[src/rtl/cmd_chan_pkg.sv]
package cmd_chan_pkg;

    typedef enum logic [0:0] {
        SEQ_IDLE = 1'b0,
        SEQ_WAIT = 1'b1
    } seq_state_e;

    localparam int OP_W   = 5;
    localparam int SID_W  = 4;
    localparam int RADR_W = 16;
    localparam int BCF_W  = 3;

    localparam int OP_LSB   = 27;
    localparam int SID_LSB  = 20;
    localparam int RADR_LSB = 4;
    localparam int BC_LSB   = 0;

    localparam logic [OP_W-1:0] OPC_EXTL_WR = 5'd0;
    localparam logic [OP_W-1:0] OPC_EXTL_RD = 5'd1;
    localparam logic [OP_W-1:0] OPC_EXT_WR  = 5'd2;
    localparam logic [OP_W-1:0] OPC_EXT_RD  = 5'd13;
    localparam logic [OP_W-1:0] OPC_WR      = 5'd14;
    localparam logic [OP_W-1:0] OPC_RD      = 5'd15;
    localparam logic [OP_W-1:0] OPC_ZERO_WR = 5'd16;

    localparam logic [1:0] RES_OK   = 2'd0;
    localparam logic [1:0] RES_FAIL = 2'd1;
    localparam logic [1:0] RES_DENY = 2'd2;

    localparam int STB_DONE = 0;
    localparam int STB_FAIL = 1;
    localparam int STB_DENY = 2;
    localparam int STB_DROP = 3;
    localparam int STAT_W   = 4;

    localparam int OFS_CMD  = 'h00;
    localparam int OFS_CFG  = 'h04;
    localparam int OFS_STAT = 'h08;
    localparam int OFS_WD0  = 'h10;
    localparam int OFS_WD1  = 'h14;
    localparam int OFS_RD0  = 'h18;
    localparam int OFS_RD1  = 'h1C;

endpackage

[src/rtl/cmd_chan_opdec.sv]
module cmd_chan_opdec
    import cmd_chan_pkg::*;
(
    input  logic [OP_W-1:0] opcode,
    output logic            known,
    output logic            is_read
);

    always_comb begin
        known   = 1'b1;
        is_read = 1'b0;
        case (opcode)
            OPC_EXTL_RD, OPC_EXT_RD, OPC_RD:             is_read = 1'b1;
            OPC_EXTL_WR, OPC_EXT_WR, OPC_WR, OPC_ZERO_WR: is_read = 1'b0;
            default:                                      known   = 1'b0;
        endcase
    end

endmodule

[src/rtl/cmd_chan_fsm.sv]
module cmd_chan_fsm
    import cmd_chan_pkg::*;
(
    input  logic clk,
    input  logic rst_n,
    input  logic cmd_wr,
    input  logic op_known,
    input  logic be_ack,
    output logic busy,
    output logic accept,
    output logic reject,
    output logic drop,
    output logic finish
);

    seq_state_e state_q, state_d;

    always_ff @(posedge clk or negedge rst_n) begin
        if (!rst_n) state_q <= SEQ_IDLE;
        else        state_q <= state_d;
    end

    always_comb begin
        state_d = state_q;
        unique case (state_q)
            SEQ_IDLE: if (cmd_wr && op_known) state_d = SEQ_WAIT;
            SEQ_WAIT: if (be_ack)             state_d = SEQ_IDLE;
            default:                          state_d = SEQ_IDLE;
        endcase
    end

    always_comb begin
        busy   = (state_q == SEQ_WAIT);
        accept = cmd_wr && (state_q == SEQ_IDLE) && op_known;
        reject = cmd_wr && (state_q == SEQ_IDLE) && !op_known;
        drop   = cmd_wr && (state_q == SEQ_WAIT);
        finish = be_ack && (state_q == SEQ_WAIT);
    end

    // request stays up until acknowledged
    a_r8_valid_hold: assert property (@(posedge clk) disable iff (!rst_n)
        busy && !be_ack |=> busy);
    // request released after acknowledge
    a_r8_release: assert property (@(posedge clk) disable iff (!rst_n)
        busy && be_ack |=> !busy);
    // unknown opcode raises no request
    a_r3_no_request: assert property (@(posedge clk) disable iff (!rst_n)
        reject |=> !busy);

endmodule

[src/rtl/cmd_chan_seq.sv]
module cmd_chan_seq
    import cmd_chan_pkg::*;
#(
    parameter int DATA_W = 32,
    parameter int ADDR_W = 5
) (
    input  logic                  clk,
    input  logic                  rst_n,
    input  logic [ADDR_W-1:0]     reg_addr,
    input  logic                  reg_wen,
    input  logic [DATA_W-1:0]     reg_wdata,
    output logic [DATA_W-1:0]     reg_rdata,
    output logic                  be_valid,
    output logic [OP_W-1:0]       be_op,
    output logic [SID_W-1:0]      be_sid,
    output logic [RADR_W-1:0]     be_addr,
    output logic [BCF_W-1:0]      be_bcnt,
    output logic [2*DATA_W-1:0]   be_wdata,
    input  logic                  be_ack,
    input  logic [1:0]            be_result,
    input  logic [2*DATA_W-1:0]   be_rdata
);

    localparam int NBYTES = (2 * DATA_W) / 8;
    localparam int PAIR_W = 2 * DATA_W;

    logic [DATA_W-1:0] cfg_q, cmd_q, wd0_q, wd1_q, rd0_q, rd1_q;
    logic [STAT_W-1:0] status_q, status_d;
    logic [OP_W-1:0]   t_op;
    logic [SID_W-1:0]  t_sid;
    logic [RADR_W-1:0] t_addr;
    logic [BCF_W-1:0]  t_bc;
    logic              t_read;
    logic [PAIR_W-1:0] t_wdata;

    logic [OP_W-1:0]   in_op;
    logic [SID_W-1:0]  in_sid;
    logic [RADR_W-1:0] in_addr;
    logic [BCF_W-1:0]  in_bc;
    logic              in_known, in_read;
    logic              cmd_wr, busy, accept, reject, drop, finish;
    logic [PAIR_W-1:0] wd_pair, wd_masked, rd_masked;
    logic [NBYTES-1:0] new_keep, txn_keep;

    assign in_op   = reg_wdata[OP_LSB +: OP_W];
    assign in_sid  = reg_wdata[SID_LSB +: SID_W];
    assign in_addr = reg_wdata[RADR_LSB +: RADR_W];
    assign in_bc   = reg_wdata[BC_LSB +: BCF_W];
    assign cmd_wr  = reg_wen && (reg_addr == ADDR_W'(OFS_CMD));
    assign wd_pair = {wd1_q, wd0_q};

    cmd_chan_opdec u_dec (
        .opcode (in_op),
        .known  (in_known),
        .is_read(in_read)
    );

    cmd_chan_fsm u_fsm (
        .clk     (clk),
        .rst_n   (rst_n),
        .cmd_wr  (cmd_wr),
        .op_known(in_known),
        .be_ack  (be_ack),
        .busy    (busy),
        .accept  (accept),
        .reject  (reject),
        .drop    (drop),
        .finish  (finish)
    );

    for (genvar b = 0; b < NBYTES; b++) begin : g_lane
        assign new_keep[b] = (b <= int'(in_bc));
        assign txn_keep[b] = (b <= int'(t_bc));
        assign wd_masked[b*8 +: 8] = new_keep[b] ? wd_pair[b*8 +: 8]  : 8'h00;
        assign rd_masked[b*8 +: 8] = txn_keep[b] ? be_rdata[b*8 +: 8] : 8'h00;
    end

    always_comb begin
        status_d = status_q;
        if (accept) status_d = '0;
        if (reject) status_d = STAT_W'((1 << STB_DONE) | (1 << STB_FAIL));
        if (drop) begin
            status_d[STB_DONE] = 1'b1;
            status_d[STB_DROP] = 1'b1;
        end
        if (finish) begin
            status_d[STB_DONE] = 1'b1;
            status_d[STB_FAIL] = be_result[0];
            status_d[STB_DENY] = (be_result == RES_DENY);
        end
    end

    always_ff @(posedge clk or negedge rst_n) begin
        if (!rst_n) begin
            cfg_q    <= '0;
            cmd_q    <= '0;
            wd0_q    <= '0;
            wd1_q    <= '0;
            rd0_q    <= '0;
            rd1_q    <= '0;
            status_q <= '0;
            t_op     <= '0;
            t_sid    <= '0;
            t_addr   <= '0;
            t_bc     <= '0;
            t_read   <= 1'b0;
            t_wdata  <= '0;
        end else begin
            status_q <= status_d;
            if (reg_wen && reg_addr == ADDR_W'(OFS_CFG)) cfg_q <= reg_wdata;
            if (reg_wen && reg_addr == ADDR_W'(OFS_WD0)) wd0_q <= reg_wdata;
            if (reg_wen && reg_addr == ADDR_W'(OFS_WD1)) wd1_q <= reg_wdata;
            if (accept || reject) cmd_q <= reg_wdata;
            if (accept) begin
                t_op    <= in_op;
                t_sid   <= in_sid;
                t_addr  <= in_addr;
                t_bc    <= in_bc;
                t_read  <= in_read;
                t_wdata <= wd_masked;
            end
            if (finish && t_read && be_result == RES_OK) begin
                rd0_q <= rd_masked[DATA_W-1:0];
                rd1_q <= rd_masked[PAIR_W-1:DATA_W];
            end
        end
    end

    always_comb begin
        case (reg_addr)
            ADDR_W'(OFS_CMD):  reg_rdata = cmd_q;
            ADDR_W'(OFS_CFG):  reg_rdata = cfg_q;
            ADDR_W'(OFS_STAT): reg_rdata = DATA_W'(status_q);
            ADDR_W'(OFS_WD0):  reg_rdata = wd0_q;
            ADDR_W'(OFS_WD1):  reg_rdata = wd1_q;
            ADDR_W'(OFS_RD0):  reg_rdata = rd0_q;
            ADDR_W'(OFS_RD1):  reg_rdata = rd1_q;
            default:           reg_rdata = '0;
        endcase
    end

    assign be_valid = busy;
    assign be_op    = t_op;
    assign be_sid   = t_sid;
    assign be_addr  = t_addr;
    assign be_bcnt  = t_bc;
    assign be_wdata = t_wdata;

    // acknowledge always completes with done
    a_r4_done_after_ack: assert property (@(posedge clk) disable iff (!rst_n)
        be_valid && be_ack |=> status_q[STB_DONE]);
    // failure and denied never both set
    a_r4_err_exclusive: assert property (@(posedge clk) disable iff (!rst_n)
        !(status_q[STB_FAIL] && status_q[STB_DENY]));
    // command during flight is flagged dropped
    a_r7_drop_flags: assert property (@(posedge clk) disable iff (!rst_n)
        cmd_wr && be_valid |=> status_q[STB_DROP] && status_q[STB_DONE]);
    // backend fields steady while waiting
    a_r8_fields_stable: assert property (@(posedge clk) disable iff (!rst_n)
        be_valid && !be_ack |=> $stable(be_op) && $stable(be_addr)
            && $stable(be_sid) && $stable(be_bcnt) && $stable(be_wdata));
    // status writes have no effect
    a_r10_status_ro: assert property (@(posedge clk) disable iff (!rst_n)
        reg_wen && reg_addr == ADDR_W'(OFS_STAT) && !(be_valid && be_ack)
            |=> $stable(status_q));
    // read data only moves on an acknowledge
    a_r6_rd_hold: assert property (@(posedge clk) disable iff (!rst_n)
        !(be_valid && be_ack) |=> $stable(rd0_q) && $stable(rd1_q));

endmodule

[config.mk]
export PLATFORM = sky130hd
export DESIGN_NAME = cmd_chan_seq
export DESIGN_NICKNAME = d
export VERILOG_FILES = /design/src/rtl/cmd_chan_pkg.sv /design/src/rtl/cmd_chan_opdec.sv /design/src/rtl/cmd_chan_fsm.sv /design/src/rtl/cmd_chan_seq.sv
export SDC_FILE = /design/constraint.sdc
export NUM_CORES = 1
export LEC_CHECK = 0
export ABC_AREA = 1
export BUFFER_PORTS_ARGS = -buffer_cell sky130_fd_sc_hd__buf_2
export CORE_ASPECT_RATIO = 1.75
export CORE_UTILIZATION = 60
export CTS_CLUSTER_SIZE = 24
export DETAILED_ROUTE_END_ITERATION = 8
export PLACE_DENSITY = 0.83
export SLEW_MARGIN = 20
export SYNTH_ARGS = -nofsm -noshare
export SYNTH_HDL_FRONTEND = slang
export SYNTH_SLANG_ARGS = --single-unit
[constraint.sdc]
create_clock -name clk -period 3.4 [get_ports clk]
set_input_delay 0.34 -clock clk [delete_from_list [all_inputs] [get_ports clk]]
set_output_delay 0.34 -clock clk [all_outputs]
set_load 0.01 [all_outputs]
---- Yosys cells after proc, flatten, opt, wreduce, memory -nomap -nowiden ----
Cells that the tools add are included.
word-level totals
  input bits .............................. 107
  word-level logic and storage cells ...... 91
  register bits ........................... 290
  output and inout port bits .............. 125
cells by class
  equal/unequal tests ..................... 13
  bitwise gates (word level) .............. 1
  magnitude comparators ................... 14
  reductions and logical operators ........ 22
  muxes and demuxes ....................... 25
operator list
  operator                                                                         number
  32-bit case mux with 7 select lines                                              1
  8-bit 2-to-1 mux                                                                 14
  5-bit equality test, second input constant                                       5
  3-bit less-or-equal comparator, first input constant                             8
  5-bit by 4-bit equality test with 1-bit output, second input constant            4
  2-bit by 3-bit less-or-equal comparator with 1-bit output, first input constant  4
  1-bit logical AND                                                                12
  5-bit zero test                                                                  2
  4-bit 2-to-1 mux                                                                 2
  7-bit OR reduction                                                               1
  1-bit by 3-bit less-or-equal comparator with 1-bit output, first input constant  2
  1-bit 2-to-1 mux                                                                 6
  3-bit nonzero test                                                               2
  5-bit by 1-bit equality test with 1-bit output, second input constant            1
  5-bit by 2-bit equality test with 1-bit output, second input constant            1
  5-bit by 3-bit equality test with 1-bit output, second input constant            1
  4-bit nonzero test                                                               1
  3-bit 2-to-1 mux                                                                 1
  3-bit OR reduction                                                               1
  2-bit equality test, second input constant                                       1
  2-bit zero test                                                                  1
  1-bit case mux with 2 select lines                                               1
  1-bit zero test                                                                  1
  1-bit logical OR                                                                 1
  1-bit NOT                                                                        1

---- Logic depth before layout (Yosys ltp) ----
  word-level depth ........................ 8
  mapped depth ............................ 10

---- Cells and area by module ----
A second synthesis with hierarchy kept.
second synthesis, totals
  cell total of the unflattened synthesis .. 1,605
  area, all modules ....................... 13,289.0 sq um
modules (own cells, without submodules)
  module          sequential area each (sq um)  cells an instance  area an instance (sq um)  instances
  cmd_chan_seq    7,231.9                       1,572              13,120.1                  1
  cmd_chan_opdec  0.0                           20                 87.6                      1
  cmd_chan_fsm    25.0                          13                 81.3                      1

---- Worst setup path after synthesis ----
Ideal clock, no wire load.
  path kind ............................... input -> output
  start point ............................. input port reg_addr[1]
  end point ............................... output port reg_rdata[10]
  data required time ...................... 3,060 ps
  stages .................................. 9
  arrival ................................. 1,355 ps
  setup slack ............................. 1,705 ps
  cells stage by stage .................... nor2_2 -> buf_4 -> nand2_2 -> nor2_4 -> buf_2 -> nand2_1 -> o21ai_0 -> nor2_1 -> nand2_1
between the ends
  word-level cells in the longest chain between the ends .. 2
  elaborated cells between the ends (all ways) .. 8
RTL lines
  element                                            line                 RTL
  start: declaration                                 cmd_chan_seq.sv:9    input logic [ADDR_W-1:0] reg_addr,
  5-bit equality test, or another cell as far along  cmd_chan_seq.sv:130  case (reg_addr)
  32-bit case mux with 7 select lines *              cmd_chan_seq.sv:130
  end: declaration                                   cmd_chan_seq.sv:12   output logic [DATA_W-1:0] reg_rdata,
Mark *: on every way between the ends. The rest lies on a longest branch, timed or not.

---- Worst setup path after layout ----
  start point ............................. input port reg_addr[1]
  end point ............................... output port reg_rdata[27]
Same word-level chain as after synthesis.

==> impl_results.md <==
* Max Root-Sink Buffers at 3
* First-pass GRT wire length at 57600 um
* Slew Limit Fails at 0
* Yosys warning total at 0
* Post-Route WL at 35900 um
* Hold_buf cts at 7
* Initial Util at between 60% and 70%
* Synthesized area at about 0.013 mm^2
* TritonCTS Buffers at 26
* DIE AREA at 0.0224 mm^2
* Root Driver: clkbuf_16
* Final Power at roughly 8.0 mW
* CP top delay family: simple AND/OR/NAND/NOR gates
* Core area at 0.0214 mm^2
* CP Buf/Inv Count at 3
* MaxCap Viol Count at 0
* P_leak at between 8 and 9 nW
* Final Setup Violations at 0
* GPL Wtd Cong at 0.864
* Syn-to-layout area delta at 18.1%
* Final min period at 2610 ps
* Worst rel slew slack at 43.5%
* Antenna viol nets, final at 0
* Syn nets at around 1700
* Post-CTS Setup Repair Bufs at 0
* Residual DRC at 0
* Vias at between 10000 and 15000
* Synth top area cells: dfrtp_1 (56%), nand2_1 (16%), o21ai_0 (6.3%)
* Netlist cell types at 24
* Vias in the first global route at roughly 12000
* CTS tree: yes
* WHS Path Cells at 3
* Fill count at 1681
* Share of post-route cells with drive strength above 1 at 17.5%
* Clock sink count at just under 300
* Routed vias/inst at 5.50
* Routed len/inst at 16.7 um
* Max incr delay on CP at ~560 ps
* Worst-case vdd ir drop at 0.350 mV
* DR iter-0 viols at a little under 1000
* Die W at 113 um
* Nets at 1950
* All-Layer GR Usage at 32.8%
* Slowest CP cell: nor2_4
* Multi-input logic area at 0.00473 mm^2
* F_max at 0.383 GHz
* Final period util at 76.7%
* Boundary Pins at about 230
* Grt ovf at 0
* Critical Path Source Type: input pin
* CP Depth at 10
* Outcome: finished, final reports clean
* Top-area cell type share of the netlist area at 55.6%
* CP Cell Sequence: buf_2 -> nor2_2 -> nand2_2 -> nor2_4 -> buf_4 -> nand2_1 -> o21ai_0 -> nor2_1 -> nand2_1 -> buf_2
* Largest net degree at the start of global routing at 109
* Worst Hold Class: input pin to flop
* Crit end category: output port
* Register area at 0.00726 mm^2
* Worst Skew at 10.9 ps
* First-pass detailed-route iteration total at 6
* Worst-skew pair later-pin latency at 540 ps
* Critical Path RT at 3060 ps
* Sequential share of the synthesized area at 55.6%
* Reg2Reg Depth at 7
* Worst Setup Path Type: input pin to output port
* Post-synthesis cell count at approximately 1600
* H-tree level count at 1
* Crit-path max FO at 23
* Critical path arrival at 2270 ps
* Worst-margin pin slew at between 800 and 900 ps
* Setup total negative slack at 0 ps
* PwrDens at about 520 mW/mm^2
* RSZ-0062 raised after global routing: false
* Register clock-pin slew on the reported worst setup and hold paths at 70 ps
* CTS resizes at 0
* Final hold violation count at 0
* Largest area contributor in the netlist: dfrtp_1
* Initial antenna violation count at 0
* Die height at 197 um
* Synth Register Bits at 290
* Avg Cell Area, Syn at 7.96 um^2
* Placed wire-length estimate at 24000 um
* Port bufs at 231
* FP Rows at 71
* Number of diodes at 0
==> cell type report <==
cell class / instances / area share (%)
clock buffers: 34 / 4.88
clock inverters: 13 / 1.17
inverters: 176 / 4.29
multi-input cells: 1085 / 30.7
flip-flops and latches: 290 / 47.1
well taps: 292 / 2.37
repair buffers: 264 / 9.53
==> cells in the mapped netlist, drive strengths merged <==
| cell | n |
|---|---|
| nor3b | 1 |
| a21oi | 2 |
| nand2 | 572 |
| o21ai | 233 |
| buf | 51 |
| inv | 176 |
| nand4 | 5 |
| nor2 | 106 |
| nand3 | 140 |
| clkbuf | 38 |
| o22ai | 17 |
| dfrtp | 290 |
| nor3 | 1 |
| nand3b | 8 |
==> worst reg2reg max path, stage by stage (launching register included) <==
cell,delay (ps)
dfrtp_1,480
nand2_1,160
nor2_1,180
nand2_2,300
inv_2,390
buf_12,310
nand3_1,200
o21ai_0,100
==> sequential cells by signal, indices dropped and copies added, names as in the netlist <==
signal	cells
be_op	5
be_bcnt	3
cfg_q	32
cmd_q	32
rd1_q	32
wd0_q	32
be_sid	4
rd0_q	32
t_read	1
be_addr	16
u_fsm.busy	1
be_wdata	64
status_q	4
wd1_q	32
==> routing by layer <==
| metal | part of all wire, % | wire, um | track usage, % | vias up |
|---|---|---|---|---|
| met1 | 40 | 14200 | 40.7 | 5685 |
| met5 | 0 | 0 | 0 | - |
| met4 | 4.1 | 1460 | 15.5 | 0 |
| met2 | 49 | 17700 | 56.0 | 523 |
| li1 | - | - | - | 5552 |
| met3 | 6.9 | 2490 | 4.94 | 94 |
==> logic make-up after synthesis <==
kind of cell    Yosys count  synth area share [%]
compound gates          252                  9.83
simple gates            833                  26.2
flops                   290                  55.6
buf+inv                 265                  8.33
==> placed cells by master (no fill, tap or decap), types with 2 or more instances in the layout <==
master	count
nand2_2	6
clkinv_2	4
clkbuf_8	5
nand4_1	4
nor2_4	5
nand2_1	564
nand3_2	3
nand3_1	137
nor2_1	98
dlygate4sd3_1	7
o21ai_1	68
buf_12	3
dfrtp_1	290
a21oi_1	2
o21ai_0	165
nor2_2	3
nand3b_1	8
clkbuf_16	27
buf_2	230
clkinvlp_4	3
bufinv_16	4
o22ai_1	17
inv_1	173
nand2_4	2
inv_2	3
clkinv_4	2
clkbuf_1	2
buf_4	23
==> path summary, 6_finish.rpt <==
path / from / to / slack (ps)
min in group asynchronous: rst_n / rd0_q[21] / 430
min reg2reg: be_wdata[55] / be_wdata[55] / 470
max in group asynchronous: rst_n / cfg_q[20] / 1980
max reg2reg: u_fsm.busy / rd0_q[10] / 1200
max: reg_addr[1] / reg_rdata[27] / 790
min: be_rdata[23] / rd0_q[23] / 20
==> through the flow <==
stage	hold WS, ps	std cells	utilization, %	instance area [um^2]	worst slack (ps)
4_1_cts	1.70	2154	72.0	15400	835
6_report	17.6	2154	72.0	15400	791
3_3_place_gp	447	2100	67.3	14400	854
5_1_grt	20.5	2154	72.0	15400	592
3_5_place_dp	451	2100	67.3	14400	733
2_1_floorplan	44.4	1640	-	13100	1710
==> report_power, final <==
part           switching (mW)  internal (mW)
Clock                    1.31           1.87
Sequential              0.227           3.78
Combinational           0.542          0.309
No activity file was read; power rests on OpenSTA's default activity.
